==> src/rtl/timer_pkg.sv <==
package timer_pkg;

  typedef enum logic [1:0] {
    MODE_IDLE0 = 2'b00,
    MODE_IDLE1 = 2'b01,
    MODE_DIV   = 2'b10,
    MODE_PWM   = 2'b11
  } tmr_mode_e;

  // Prescaler exponent for a tick select code: 0 = every clock.
  function automatic int unsigned sel_exp(input int unsigned sel,
                                          input int unsigned base,
                                          input int unsigned step);
    if (sel == 0) return 0;
    return base + step * (sel - 1);
  endfunction

endpackage

==> src/rtl/timer_prescaler.sv <==
module timer_prescaler #(
  parameter int unsigned SEL_W    = 3,
  parameter int unsigned BASE_EXP = 7,
  parameter int unsigned STEP_EXP = 3
) (
  input  logic             clk,
  input  logic             rst_n,
  input  logic             run,
  input  logic             restart,
  input  logic [SEL_W-1:0] sel,
  output logic             tick
);
  import timer_pkg::*;

  localparam int unsigned PRE_W = BASE_EXP + STEP_EXP * ((1 << SEL_W) - 2);

  logic [PRE_W-1:0] pre_q, pre_d, mask;
  int unsigned      exp_w;

  always_comb begin
    exp_w = sel_exp(int'(sel), BASE_EXP, STEP_EXP);
    for (int unsigned i = 0; i < PRE_W; i++) begin
      mask[i] = (i < exp_w);
    end
  end

  always_comb begin
    if (!run || restart) pre_d = '0;
    else                 pre_d = pre_q + PRE_W'(1);
  end

  assign tick = run && ((pre_q & mask) == mask);

  always_ff @(posedge clk or negedge rst_n) begin
    if (!rst_n) pre_q <= '0;
    else        pre_q <= pre_d;
  end


  restart_clear_chk: assert property (@(posedge clk) disable iff (!rst_n)
    restart |=> (pre_q == '0));

endmodule

==> src/rtl/duty_buffer.sv <==
module duty_buffer #(
  parameter int unsigned CNT_W = 8
) (
  input  logic             clk,
  input  logic             rst_n,
  input  logic             data_we,
  input  logic [CNT_W-1:0] data_wdata,
  input  logic             load_en,
  output logic [CNT_W-1:0] stage_q,
  output logic [CNT_W-1:0] load_val,
  output logic [CNT_W-1:0] active_q
);
  logic [CNT_W-1:0] stage_d, active_d;

  // A write in the transfer cycle bypasses the staging register.
  assign load_val = data_we ? data_wdata : stage_q;

  always_comb begin
    stage_d  = data_we ? data_wdata : stage_q;
    active_d = load_en ? load_val : active_q;
  end

  always_ff @(posedge clk or negedge rst_n) begin
    if (!rst_n) begin
      stage_q  <= '0;
      active_q <= '0;
    end else begin
      stage_q  <= stage_d;
      active_q <= active_d;
    end
  end


  active_hold_chk: assert property (@(posedge clk) disable iff (!rst_n)
    !load_en |=> $stable(active_q));


  late_write_wins_chk: assert property (@(posedge clk) disable iff (!rst_n)
    (load_en && data_we) |=> (active_q == $past(data_wdata)));

endmodule

==> src/rtl/timer_core.sv <==
module timer_core #(
  parameter int unsigned CNT_W = 8
) (
  input  logic                clk,
  input  logic                rst_n,
  input  logic                run,
  input  timer_pkg::tmr_mode_e mode,
  input  logic                tick,
  input  logic                start_load,
  input  timer_pkg::tmr_mode_e start_mode,
  input  logic [CNT_W-1:0]    div_val,
  input  logic [CNT_W-1:0]    active_val,
  input  logic [CNT_W-1:0]    load_val,
  output logic                load_en,
  output logic                out_q,
  output logic                irq_q
);
  import timer_pkg::*;

  logic [CNT_W-1:0] cnt_q, cnt_d, cnt_inc;
  logic             out_d, irq_d, wrap_load;

  assign cnt_inc = cnt_q + CNT_W'(1);

  always_comb begin
    cnt_d     = cnt_q;
    out_d     = out_q;
    irq_d     = 1'b0;
    wrap_load = 1'b0;
    if (start_load) begin
      cnt_d = '0;
      out_d = (start_mode == MODE_PWM) ? (load_val != '0) : 1'b1;
    end else if (!run) begin
      cnt_d = '0;
      out_d = 1'b1;
    end else if (tick) begin
      if (mode == MODE_DIV) begin
        if (cnt_inc == div_val) begin
          cnt_d = '0;
          out_d = ~out_q;
          irq_d = 1'b1;
        end else begin
          cnt_d = cnt_inc;
        end
      end else begin
        cnt_d = cnt_inc;
        if (cnt_q == '1) begin
          out_d     = (load_val != '0);
          irq_d     = 1'b1;
          wrap_load = 1'b1;
        end else if (cnt_inc == active_val) begin
          out_d = 1'b0;
        end
      end
    end
  end

  assign load_en = start_load | wrap_load;

  always_ff @(posedge clk or negedge rst_n) begin
    if (!rst_n) begin
      cnt_q <= '0;
      out_q <= 1'b1;
      irq_q <= 1'b0;
    end else begin
      cnt_q <= cnt_d;
      out_q <= out_d;
      irq_q <= irq_d;
    end
  end


  stopped_idle_chk: assert property (@(posedge clk) disable iff (!rst_n)
    (!run && !start_load) |=> (out_q && cnt_q == '0));


  irq_needs_tick_chk: assert property (@(posedge clk) disable iff (!rst_n)
    irq_q |-> $past(run && tick));


  div_toggle_irq_chk: assert property (@(posedge clk) disable iff (!rst_n)
    (run && mode == MODE_DIV && !$stable(out_q)) |-> irq_q);


  pwm_rise_irq_chk: assert property (@(posedge clk) disable iff (!rst_n)
    (run && mode == MODE_PWM && $rose(out_q)) |-> irq_q);

endmodule

==> src/rtl/pwm_div_timer.sv <==
module pwm_div_timer #(
  parameter int unsigned CNT_W    = 8,
  parameter int unsigned SEL_W    = 3,
  parameter int unsigned BASE_EXP = 7,
  parameter int unsigned STEP_EXP = 3
) (
  input  logic               clk,
  input  logic               rst_n,
  input  logic               ctrl_we,
  input  logic [SEL_W+2:0]   ctrl_wdata,
  input  logic               data_we,
  input  logic [CNT_W-1:0]   data_wdata,
  output logic               tmr_out,
  output logic               tmr_irq
);
  import timer_pkg::*;

  localparam int unsigned CTRL_W  = SEL_W + 3;
  localparam int unsigned RUN_BIT = SEL_W + 2;

  logic              rst_meta_q, rst_sync_q;
  logic [CTRL_W-1:0] ctrl_q, ctrl_d;
  logic              start_rise, run;
  tmr_mode_e         mode, start_mode;
  logic              tick, load_en;
  logic [CNT_W-1:0]  stage_q, load_val, active_q;

  // Reset: asserted asynchronously, released on a clock edge.
  always_ff @(posedge clk or negedge rst_n) begin
    if (!rst_n) begin
      rst_meta_q <= 1'b0;
      rst_sync_q <= 1'b0;
    end else begin
      rst_meta_q <= 1'b1;
      rst_sync_q <= rst_meta_q;
    end
  end

  always_comb begin
    ctrl_d = ctrl_we ? ctrl_wdata : ctrl_q;
  end

  always_ff @(posedge clk or negedge rst_sync_q) begin
    if (!rst_sync_q) ctrl_q <= '0;
    else             ctrl_q <= ctrl_d;
  end

  assign mode       = tmr_mode_e'(ctrl_q[1:0]);
  assign start_mode = tmr_mode_e'(ctrl_wdata[1:0]);
  assign start_rise = ctrl_we && ctrl_wdata[RUN_BIT] && !ctrl_q[RUN_BIT];
  assign run        = ctrl_q[RUN_BIT] && (mode == MODE_DIV || mode == MODE_PWM);

  timer_prescaler #(
    .SEL_W(SEL_W), .BASE_EXP(BASE_EXP), .STEP_EXP(STEP_EXP)
  ) u_prescaler (
    .clk(clk), .rst_n(rst_sync_q), .run(run), .restart(start_rise),
    .sel(ctrl_q[RUN_BIT-1:2]), .tick(tick)
  );

  duty_buffer #(.CNT_W(CNT_W)) u_duty (
    .clk(clk), .rst_n(rst_sync_q), .data_we(data_we), .data_wdata(data_wdata),
    .load_en(load_en), .stage_q(stage_q), .load_val(load_val), .active_q(active_q)
  );

  timer_core #(.CNT_W(CNT_W)) u_core (
    .clk(clk), .rst_n(rst_sync_q), .run(run), .mode(mode), .tick(tick),
    .start_load(start_rise), .start_mode(start_mode), .div_val(stage_q),
    .active_val(active_q), .load_val(load_val), .load_en(load_en),
    .out_q(tmr_out), .irq_q(tmr_irq)
  );


  idle_mode_quiet_chk: assert property (@(posedge clk) disable iff (!rst_sync_q)
    (ctrl_q[RUN_BIT] && (mode == MODE_IDLE0 || mode == MODE_IDLE1) && !ctrl_we)
      |=> (tmr_out && !tmr_irq));

endmodule

==> config.mk <==
export PLATFORM = sky130hd
export DESIGN_NAME = pwm_div_timer
export DESIGN_NICKNAME = d
export VERILOG_FILES = /design/src/rtl/timer_pkg.sv /design/src/rtl/timer_prescaler.sv /design/src/rtl/duty_buffer.sv /design/src/rtl/timer_core.sv /design/src/rtl/pwm_div_timer.sv
export SDC_FILE = /design/constraint.sdc
export NUM_CORES = 1
export LEC_CHECK = 0
export CORE_MARGIN = 5
export CORE_UTILIZATION = 56
export DETAILED_ROUTE_END_ITERATION = 10
export PLACE_DENSITY = 0.75
export RECOVER_POWER = 100
export SYNTH_ARGS = -nofsm -noshare
export SYNTH_HDL_FRONTEND = slang
export SYNTH_HIERARCHICAL = 1
export SYNTH_SLANG_ARGS = --single-unit
==> constraint.sdc <==
create_clock -name clk -period 5.55 [get_ports clk]
set_input_delay 1.665 -clock clk [delete_from_list [all_inputs] [get_ports clk]]
set_output_delay 1.665 -clock clk [all_outputs]
set_load 0.005 [all_outputs]
==> results list, run 1 <==
- In this run the worst setup path begins at ctrl_q[2]$_DFFE_PN0P_.
- DRT antenna net count: 0
* Post-layout nets: 427
* Final-layout setup total negative slack: 0 ns
- After technology mapping, the gate count stands at 388.
- Post-detailed-route DRC marker count: 0
- Post-cts repair resize count: 0
* Startpoint of the lowest-slack hold path: rst_meta_q$_DFF_PN0_
- The analysis attributes to cell leakage a power of 1.697 nW.
- The clock passes through at most 2 buffers.
* Commonest register cell after synthesis: sky130_fd_sc_hd__dfrtp_1
* Count of buffers from port buffering: 19
* Pwr/cell area: 292.8 mW/mm^2
- Unrepaired setup endpoints after global routing: false
- The number of antenna violations at the first check in global routing was 0.
* Max Clock Freq: 201.2 MHz
- Worst-path clk slew: 0.07 ns
- Final Critical Period: 4.970 ns
* CP max FO: 11
* Worst Clk Skew: 0.01461 ns
* Pin count of the biggest net entering global routing: 58
- Synth unique cells: 63
- In the synthesized netlist the async set-or-reset flop fraction comes to 100.0%.
- Post-Place Worst Slack: 0.6988 ns
* RD Place Congestion: 0.9485
- Violated checks: capacitance limit, slew limit
- Multi-input gate area in the final layout: 0.002116 mm^2
- During synthesis, Yosys emitted a total of 6 warnings.
- The startpoint identified for the worst register-to-register timing path is ctrl_q[2]$_DFFE_PN0P_.
- For the pin with the worst max-slew slack, the measured transition is 3.019 ns.
* Average wire length per cell after detail routing: 16.39 um
- Final Setup Violations: 0
* Final WS setup: 0.5800 ns
- For the worst setup path, the data arrival time is 5.23 ns.
* CP Class: flop to flop
* Wirelength, routed: 7.898 mm
* Worst setup EP type: flop
- Final worst hold slack: 0.3555 ns
* Layout-stage area growth over the synthesis result: 7.585%
* Max-slew violation count: 58
- HP Class: flop to flop
- GRT Util Overall: 19.50%
* Period utilization: 89.55%
* Highest ir drop seen on vdd: 0.1317 mV
- Sequential Area: 0.001479 mm^2
* Data required time of the critical path: 5.81 ns
- Global-route wire length before repair: 13.28 mm
- Post-route non-filler standard cell count: 482
- The floorplan has 30 rows.
- After synthesis the cells add up to 0.003860 mm^2.
- Detailed routing inserted a total of 2,832 vias.
- The tree built by TritonCTS fans out to 59 sinks.
- Avg Inst Size Synth: 9.948 um^2
- Buffers added to address setup during post-CTS repair amount to 0.
- The floorplan step defined a die boundary enclosing 0.008653 mm^2.
- The number of global-route vias before repair is 2,692.
- Hold violation total from the final report: 0
* Core Footprint: 0.006756 mm^2
- In this run, post-CTS hold repair placed 0 buffers.
- Core occupancy in the finished layout: 61.46%
* Crit-path most repeated cell: sky130_fd_sc_hd__inv_1
* Total instance count after detailed placement: 466
- Max_cap viols: 1
- Clock tree synthesis selected as its root buffer the cell sky130_fd_sc_hd__clkbuf_8.
- Slowest library cell on the worst path: sky130_fd_sc_hd__dfrtp_1
- Of the cells placed in the final design, the portion with a size suffix greater than 1 is 7.214%.
- Synthesis inferred 59 register bits.
- In this run the horizontal extent of the chip is 93.02 um.
* Number of enable flip-flop cells after synthesis: 0
- The run finished, with violations left.
* H-tree depth: 3
* Via density per instance: 5.876
- Clock latency on the worst-skew pair, taken at its later pin, is 0.35 ns.
* Detailed-router iteration count before antenna repair: 5
- Starting density of the core: 57.13%
- Kind of start point of the critical path: flop
* Total congestion overflow: 0
- TritonCTS built the clock tree.
* Filler cell count: 582
- In this run the tightest slew margin relative to its limit is -101.3%.
* Final antenna diode count: 0
- DP Wirelength: 5.654 mm
- Counting every net in the synthesized netlist gives 418.
- Walking the worst path, the cells encountered are inv_1, ha_1, xor2_1, inv_1, fa_1, inv_1, ha_1, a21oi_1, nand2_1, o211ai_2, nand2_1, a311oi_1, o211a_1, inv_1, a2111oi_0, nor3b_1, nand3b_1.
- Crit-path max cell delay: 0.51 ns
- 20 I/O pins were placed.
- The first routing iteration left 254 violations.
- Sequential cells were found to cover 38.28% of the synthesized design area.
- Vertical die dimension: 93.02 um
- TritonCTS created 9 clock buffers.
[final timing paths]
kind | endpoint | slack (ns) | cells past startpoint
setup / recovery | u_core/out_q$_DFFE_PN1P_ | 0.58 | 17
hold / removal | rst_sync_q$_DFF_PN0_ | 0.36 | 0
setup reg to reg | u_core/out_q$_DFFE_PN1P_ | 0.58 | 17
hold reg to reg | rst_sync_q$_DFF_PN0_ | 0.36 | 0
max in group asynchronous | u_prescaler/pre_q[21]$_DFF_PN0_ | 2.50 | 1
min in group asynchronous | u_prescaler/pre_q[1]$_DFF_PN0_ | 1.35 | 1
[layout by cell type, fill, tap and decap left out, drive strengths merged, types with 3 or more instances in the layout]
| cell | n |
|---|---|
| xnor2 | 26 |
| inv | 12 |
| nor4 | 4 |
| nand2 | 27 |
| a211oi | 4 |
| ha | 11 |
| a2111oi | 3 |
| and2 | 3 |
| nor2 | 43 |
| dlygate4sd3 | 5 |
| o21ai | 16 |
| mux2 | 23 |
| nand4 | 7 |
| xor2 | 27 |
| clkbuf | 13 |
| o211ai | 4 |
| nor3 | 9 |
| clkdlybuf4s50 | 14 |
| o31ai | 3 |
| a21oi | 7 |
| and3 | 7 |
| nor3b | 4 |
| dfrtp | 58 |
| a32o | 6 |
| nand2b | 6 |
| nand3 | 19 |
| nor2b | 5 |
[sequential cells by signal, summed over array words and instances (netlist names)]
register           count
rst_sync_q             1
rst_meta_q             1
u_prescaler/pre_q     25
ctrl_q                 6
u_duty/stage_q         8
u_duty/active_q        8
u_core/out_q           1
u_core/irq_q           1
u_core/cnt_q           8
[where the power goes]
group / internal (mW) / total [mW] / switching, mW
sequential: 0.461 / 0.492 / 0.0307
clock: 0.265 / 0.434 / 0.169
combinational: 0.124 / 0.290 / 0.166
total: 0.850 / 1.22 / 0.366
[cells in the mapped netlist, drive strengths merged, types with 2 or more instances]
master	instances	area, um^2
a2111oi	3	51.30
a211oi	4	30.03
a21oi	7	35.03
a311oi	2	17.52
a31oi	2	12.51
a32o	6	60.06
and2	3	18.77
and3	7	43.79
and4	2	17.52
buf	12	100.1
clkbuf	10	38.78
dfrtp	58	1451
ha	11	137.6
inv	12	45.04
mux2	23	345.3
mux2i	2	20.02
nand2	27	101.4
nand2b	6	37.54
nand3	19	100.1
nand4	7	43.79
nor2	43	163.9
nor2b	5	31.28
nor3	9	45.04
nor3b	4	30.03
nor4	4	25.02
o211a	2	20.02
o211ai	4	40.03
o21a	2	15.01
o21ai	16	83.83
o22ai	2	12.51
o31ai	3	22.52
or4	2	18.77
xnor2	26	227.7
xor2	27	244.0
[cell families (layout without fill, tap and decap cells)]
kind of cell	count (synthesis)	after routing	synth area share [%]
other	1	1	0.09715
xor gates and xnor gates	53	53	12.22
AOI/OAI and AO/OA	61	61	12.29
muxes	25	25	9.465
DFF	59	59	38.28
and+or+nand+nor	143	143	18.80
buffers and inverters	34	48	4.765
adders and majority gates	12	12	4.084
[layer usage]
layer / wire [um] / track usage (%) / vias to the layer above / part of all wire [%]
met5: 0 / 0 / - / 0
met4: 95 / 8.181 / 0 / 1.2
met3: 377 / 4.264 / 8 / 4.8
met2: 3495 / 28.01 / 75 / 44
met1: 3931 / 28.35 / 1365 / 50
li1: - / - / 1384 / -
[critical path, delay by kind of cell (launching register included)]
kind | cells | cell delay (ns)
AO/OA/AOI/OAI | 5 | 1.75
adder cells (fa/ha/maj) | 3 | 1.28
flip-flops | 1 | 0.51
AND/OR/NAND/NOR | 4 | 0.50
buffers and inverters | 4 | 0.48
XOR/XNOR | 1 | 0.34
[final cells by class]
cell class                 instances  share of cell area (%)
clock buffer                      12                   3.495
clock inverter                     4                   1.778
inverter                          12                   1.085
multi-input combinational        295                   50.95
sequential                        59                   35.61
tap                               80                   2.410
timing repair buffer              20                   4.670
[stage by stage]
stage	instance area (um^2)	power (mW)
floorplan	3860	0.7447
global placement	4020	0.7998
detailed placement	4020	0.8089
CTS	4239	1.245
global route	4153	1.285
finish	4153	1.216
Note: power is estimated with default switching activity, not from simulation.
==> run 2: changes to the inputs <==
Settings changed: REMOVE_ABC_BUFFERS set to 1.
==> results list, run 2 (synthesis results as in run 1) <==
- Max FFs per register: 25 (unchanged)
* Final Setup Violations: 0 (unchanged)
- Count of buffers from port buffering: 19 (unchanged)
- Unrepaired setup endpoints after global routing: false (unchanged).
- The highest achievable clock rate is 205.3 MHz (was 201.2 MHz).
* Detailed-router iteration count before antenna repair: 4 (was 5)
- Register with the highest flop count: u_prescaler/pre_q (unchanged)
- Data arrival, critical path: 5.09 ns (was 5.23 ns)
- The dominant cell type by count on the critical path was sky130_fd_sc_hd__inv_1 (unchanged).
* Post-layout nets: 427 (unchanged)
- The leakage power total is 1.674 nW (was 1.697 nW).
- Overall power: 1.118 mW (was 1.216 mW)
- The total instance count after detailed placement came to 466 (unchanged).
* Final worst hold slack: 0.3573 ns (was 0.3555 ns)
* Pin count of the biggest net entering global routing: 58 (unchanged)
* Average wire length per cell after detail routing: 16.39 um (about the same)
- Cell at the root of the clock tree: sky130_fd_sc_hd__clkbuf_8 (unchanged)
- The category of the critical setup timing path is flop to flop (unchanged).
* Pwr/cell area: 273.3 mW/mm^2 (was 292.8 mW/mm^2)
- Violated checks: capacitance limit, slew limit (unchanged).
- Fraction of final layout cells sized beyond drive strength 1: 6.468% (was 7.214%)
- The number of cell rows came to 30 (unchanged).
- The residual DRC count is 0 (unchanged).
* Total congestion overflow: 0 (unchanged)
* Overall die area: 0.008653 mm^2 (unchanged)
- The number of global-route vias before repair came to 2,726 (was 2,692).
- Global-route wire length before repair: 13.64 mm (was 13.28 mm)
- Horizontal die dimension: 93.02 um (unchanged)
- Cell count of the worst reg-to-reg path: 15 (was 17)
- The count of maximum capacitance violations was 1 (unchanged).
- The fill cell total of the finished layout was 603 (was 582).
- Worst Hold Path Cells: 0 (unchanged)
- The number of antenna violations at the first check in global routing was 0 (unchanged).
- Commonest cells after routing, fill and taps aside: sky130_fd_sc_hd__dfrtp_1 (57), sky130_fd_sc_hd__nor2_1 (43), sky130_fd_sc_hd__nand2_1 (27), sky130_fd_sc_hd__xor2_1 (27), sky130_fd_sc_hd__xnor2_1 (26) (unchanged).
* # hold bufs at CTS: 0 (unchanged)
- The final count of pins violating max slew is 58 (unchanged).
* Via density per instance: 5.863 (was 5.876)
* Most common cell after layout, fill and taps aside: sky130_fd_sc_hd__dfrtp_1 (unchanged)
- The worst IR drop on VDD came to 0.1966 mV (was 0.1317 mV).
- The slew at the pin with the worst max-slew slack is 3.014 ns (was 3.019 ns).
- The number of cells upsized or downsized after cts came to 0 (unchanged).
* Via total after detailed routing: 2,826 (was 2,832)
- Post-route non-filler standard cell count: 482 (unchanged)
- The critical-path cell with the highest stage delay was sky130_fd_sc_hd__dfrtp_1 (unchanged).
- DP Wirelength: 5.696 mm (was 5.654 mm)
* Number of buffers between clock root and the deepest sink: 2 (unchanged)
* Data required time of the critical path: 5.77 ns (was 5.81 ns)
- The clock transition at the registers of the reported paths is 0.07 ns (about the same).
* Clock latency of the later-clocked register in the worst-skew pair: 0.34 ns (was 0.35 ns)
- The global-route usage over all layers was 19.83% (was 19.50%).
* Wirelength, routed: 7.901 mm (was 7.898 mm)
- Io pins: 20 (unchanged)
- The antenna diode count came to 0 (unchanged).
- Outcome: finished, violations left (unchanged).
- Vertical die dimension: 93.02 um (unchanged)
* Cell chain of the critical path: inv_1, ha_1, xor2_1, inv_1, fa_1, inv_1, ha_1, a21oi_1, nand2_1, o211ai_2, o211ai_2, a221oi_1, o211a_1, a31o_1, mux2_1 (was inv_1, ha_1, xor2_1, inv_1, fa_1, inv_1, ha_1, a21oi_1, nand2_1, o211ai_2, nand2_1, a311oi_1, o211a_1, inv_1, a2111oi_0, nor3b_1, nand3b_1)
- Worst Clk Skew: 0.01411 ns (was 0.01461 ns)
* Core Footprint: 0.006756 mm^2 (unchanged)
- Hold violation total from the final report: 0 (unchanged)
- Post-CTS setup repair buffer count: 0 (unchanged)
- Crit-path max cell delay: 0.57 ns (was 0.51 ns)
- The final antenna-violating net count came to 0 (unchanged).
* DRC violation total after the first TritonRoute iteration: 240 (was 254)
- The time the final worst path needs with I/O delays and setup was 4.871 ns (was 4.970 ns).
* HP Class: flop to flop (unchanged)
* CP max FO: 11 (unchanged)
- Worst setup EP type: flop (unchanged)
- Kind of start point of the critical path: flop (unchanged)
- Layout-stage area growth over the synthesis result: 5.997% (was 7.585%)
- Final-layout setup total negative slack: 0 ns (unchanged)
* Core occupancy in the finished layout: 60.56% (was 61.46%)
* Period utilization: 87.76% (was 89.55%)
- Number of buffers created by CTS: 9 (unchanged)
- H-tree depth: 3 (unchanged)
- The number of sinks handled by clock tree synthesis was 59 (unchanged).
* RD Place Congestion: 0.8640 (was 0.9485)
* Starting density of the core: 57.13% (unchanged)
- Max-slew headroom at the worst pin: -100.9% (was -101.3%)
- TritonCTS clock tree: done (unchanged)
run 2: changes by cell type in the layout (fill, tap and decap cells not counted):
cell	before	now
sky130_fd_sc_hd__clkinv_2	1	3
sky130_fd_sc_hd__clkbuf_1	3	4
sky130_fd_sc_hd__a221oi_1	0	1
sky130_fd_sc_hd__dfstp_1	0	1
sky130_fd_sc_hd__bufinv_16	2	0
sky130_fd_sc_hd__clkdlybuf4s50_1	14	15
sky130_fd_sc_hd__dlygate4sd3_1	5	4
sky130_fd_sc_hd__a221oi_2	1	0
sky130_fd_sc_hd__clkinv_4	1	0
sky130_fd_sc_hd__dfstp_2	1	0
run 2: layer usage:
layer | track usage [%] | part of all wire [%]
met5 | 0 | 0
met4 | 6.349 | 1.2
met3 | 4.666 | 5.2
met2 | 29.75 | 44
met1 | 28.32 | 50
run 2: worst max-delay path: cells and delay by family (launching register included):
kind,cells,cell delay [ns]
AO/OA/AOI/OAI,6,1.80
adder cells (fa/ha/maj),3,1.22
flip-flops,1,0.57
multiplexers,1,0.38
XOR/XNOR,1,0.34
buffers and inverters,3,0.30
AND/OR/NAND/NOR,1,0.12
run 2: through the flow:
step / cell area [um^2] / setup WS, ns
floorplan: 3721 / 1.386
global placement: 4020 / 1.045
detailed placement: 4020 / 0.8467
CTS: 4184 / 0.8237
global route: 4091 / 0.2200
finish: 4091 / 0.6794
run 2: report_power, final:
group | switching (mW) | internal [mW]
Sequential | 0.0305 | 0.461
Combinational | 0.166 | 0.124
Clock | 0.165 | 0.172
run 2: final cells by class:
type	count	area [um^2]	area share, %
Multi-Input combinational cell	295	2110	51.56
Clock buffer	13	148.9	3.639
Inverter	12	45.04	1.101
Clock inverter	3	15.01	0.3670
Tap cell	80	100.1	2.446
Timing Repair Buffer	20	193.9	4.740
Sequential cell	59	1479	36.15
run 2: path summary, 6_finish.rpt:
kind | startpoint | endpoint | slack [ns]
setup / recovery | ctrl_q[2]$_DFFE_PN0P_ | u_duty/active_q[5]$_DFFE_PN0P_ | 0.68
hold / removal | rst_meta_q$_DFF_PN0_ | rst_sync_q$_DFF_PN0_ | 0.36
setup reg to reg | ctrl_q[2]$_DFFE_PN0P_ | u_duty/active_q[5]$_DFFE_PN0P_ | 0.68
hold reg to reg | rst_meta_q$_DFF_PN0_ | rst_sync_q$_DFF_PN0_ | 0.36
max in group asynchronous | rst_sync_q$_DFF_PN0_ | u_core/cnt_q[4]$_DFFE_PN0P_ | 2.51
min in group asynchronous | rst_sync_q$_DFF_PN0_ | u_prescaler/pre_q[0]$_DFF_PN0_ | 1.34
==> run 3: changes to the inputs <==
Settings changed: HOLD_SLACK_MARGIN set to 0.08.
==> results of run 3 <==
Same layout as run 2: the final DEF is identical, and so are final timing and power.
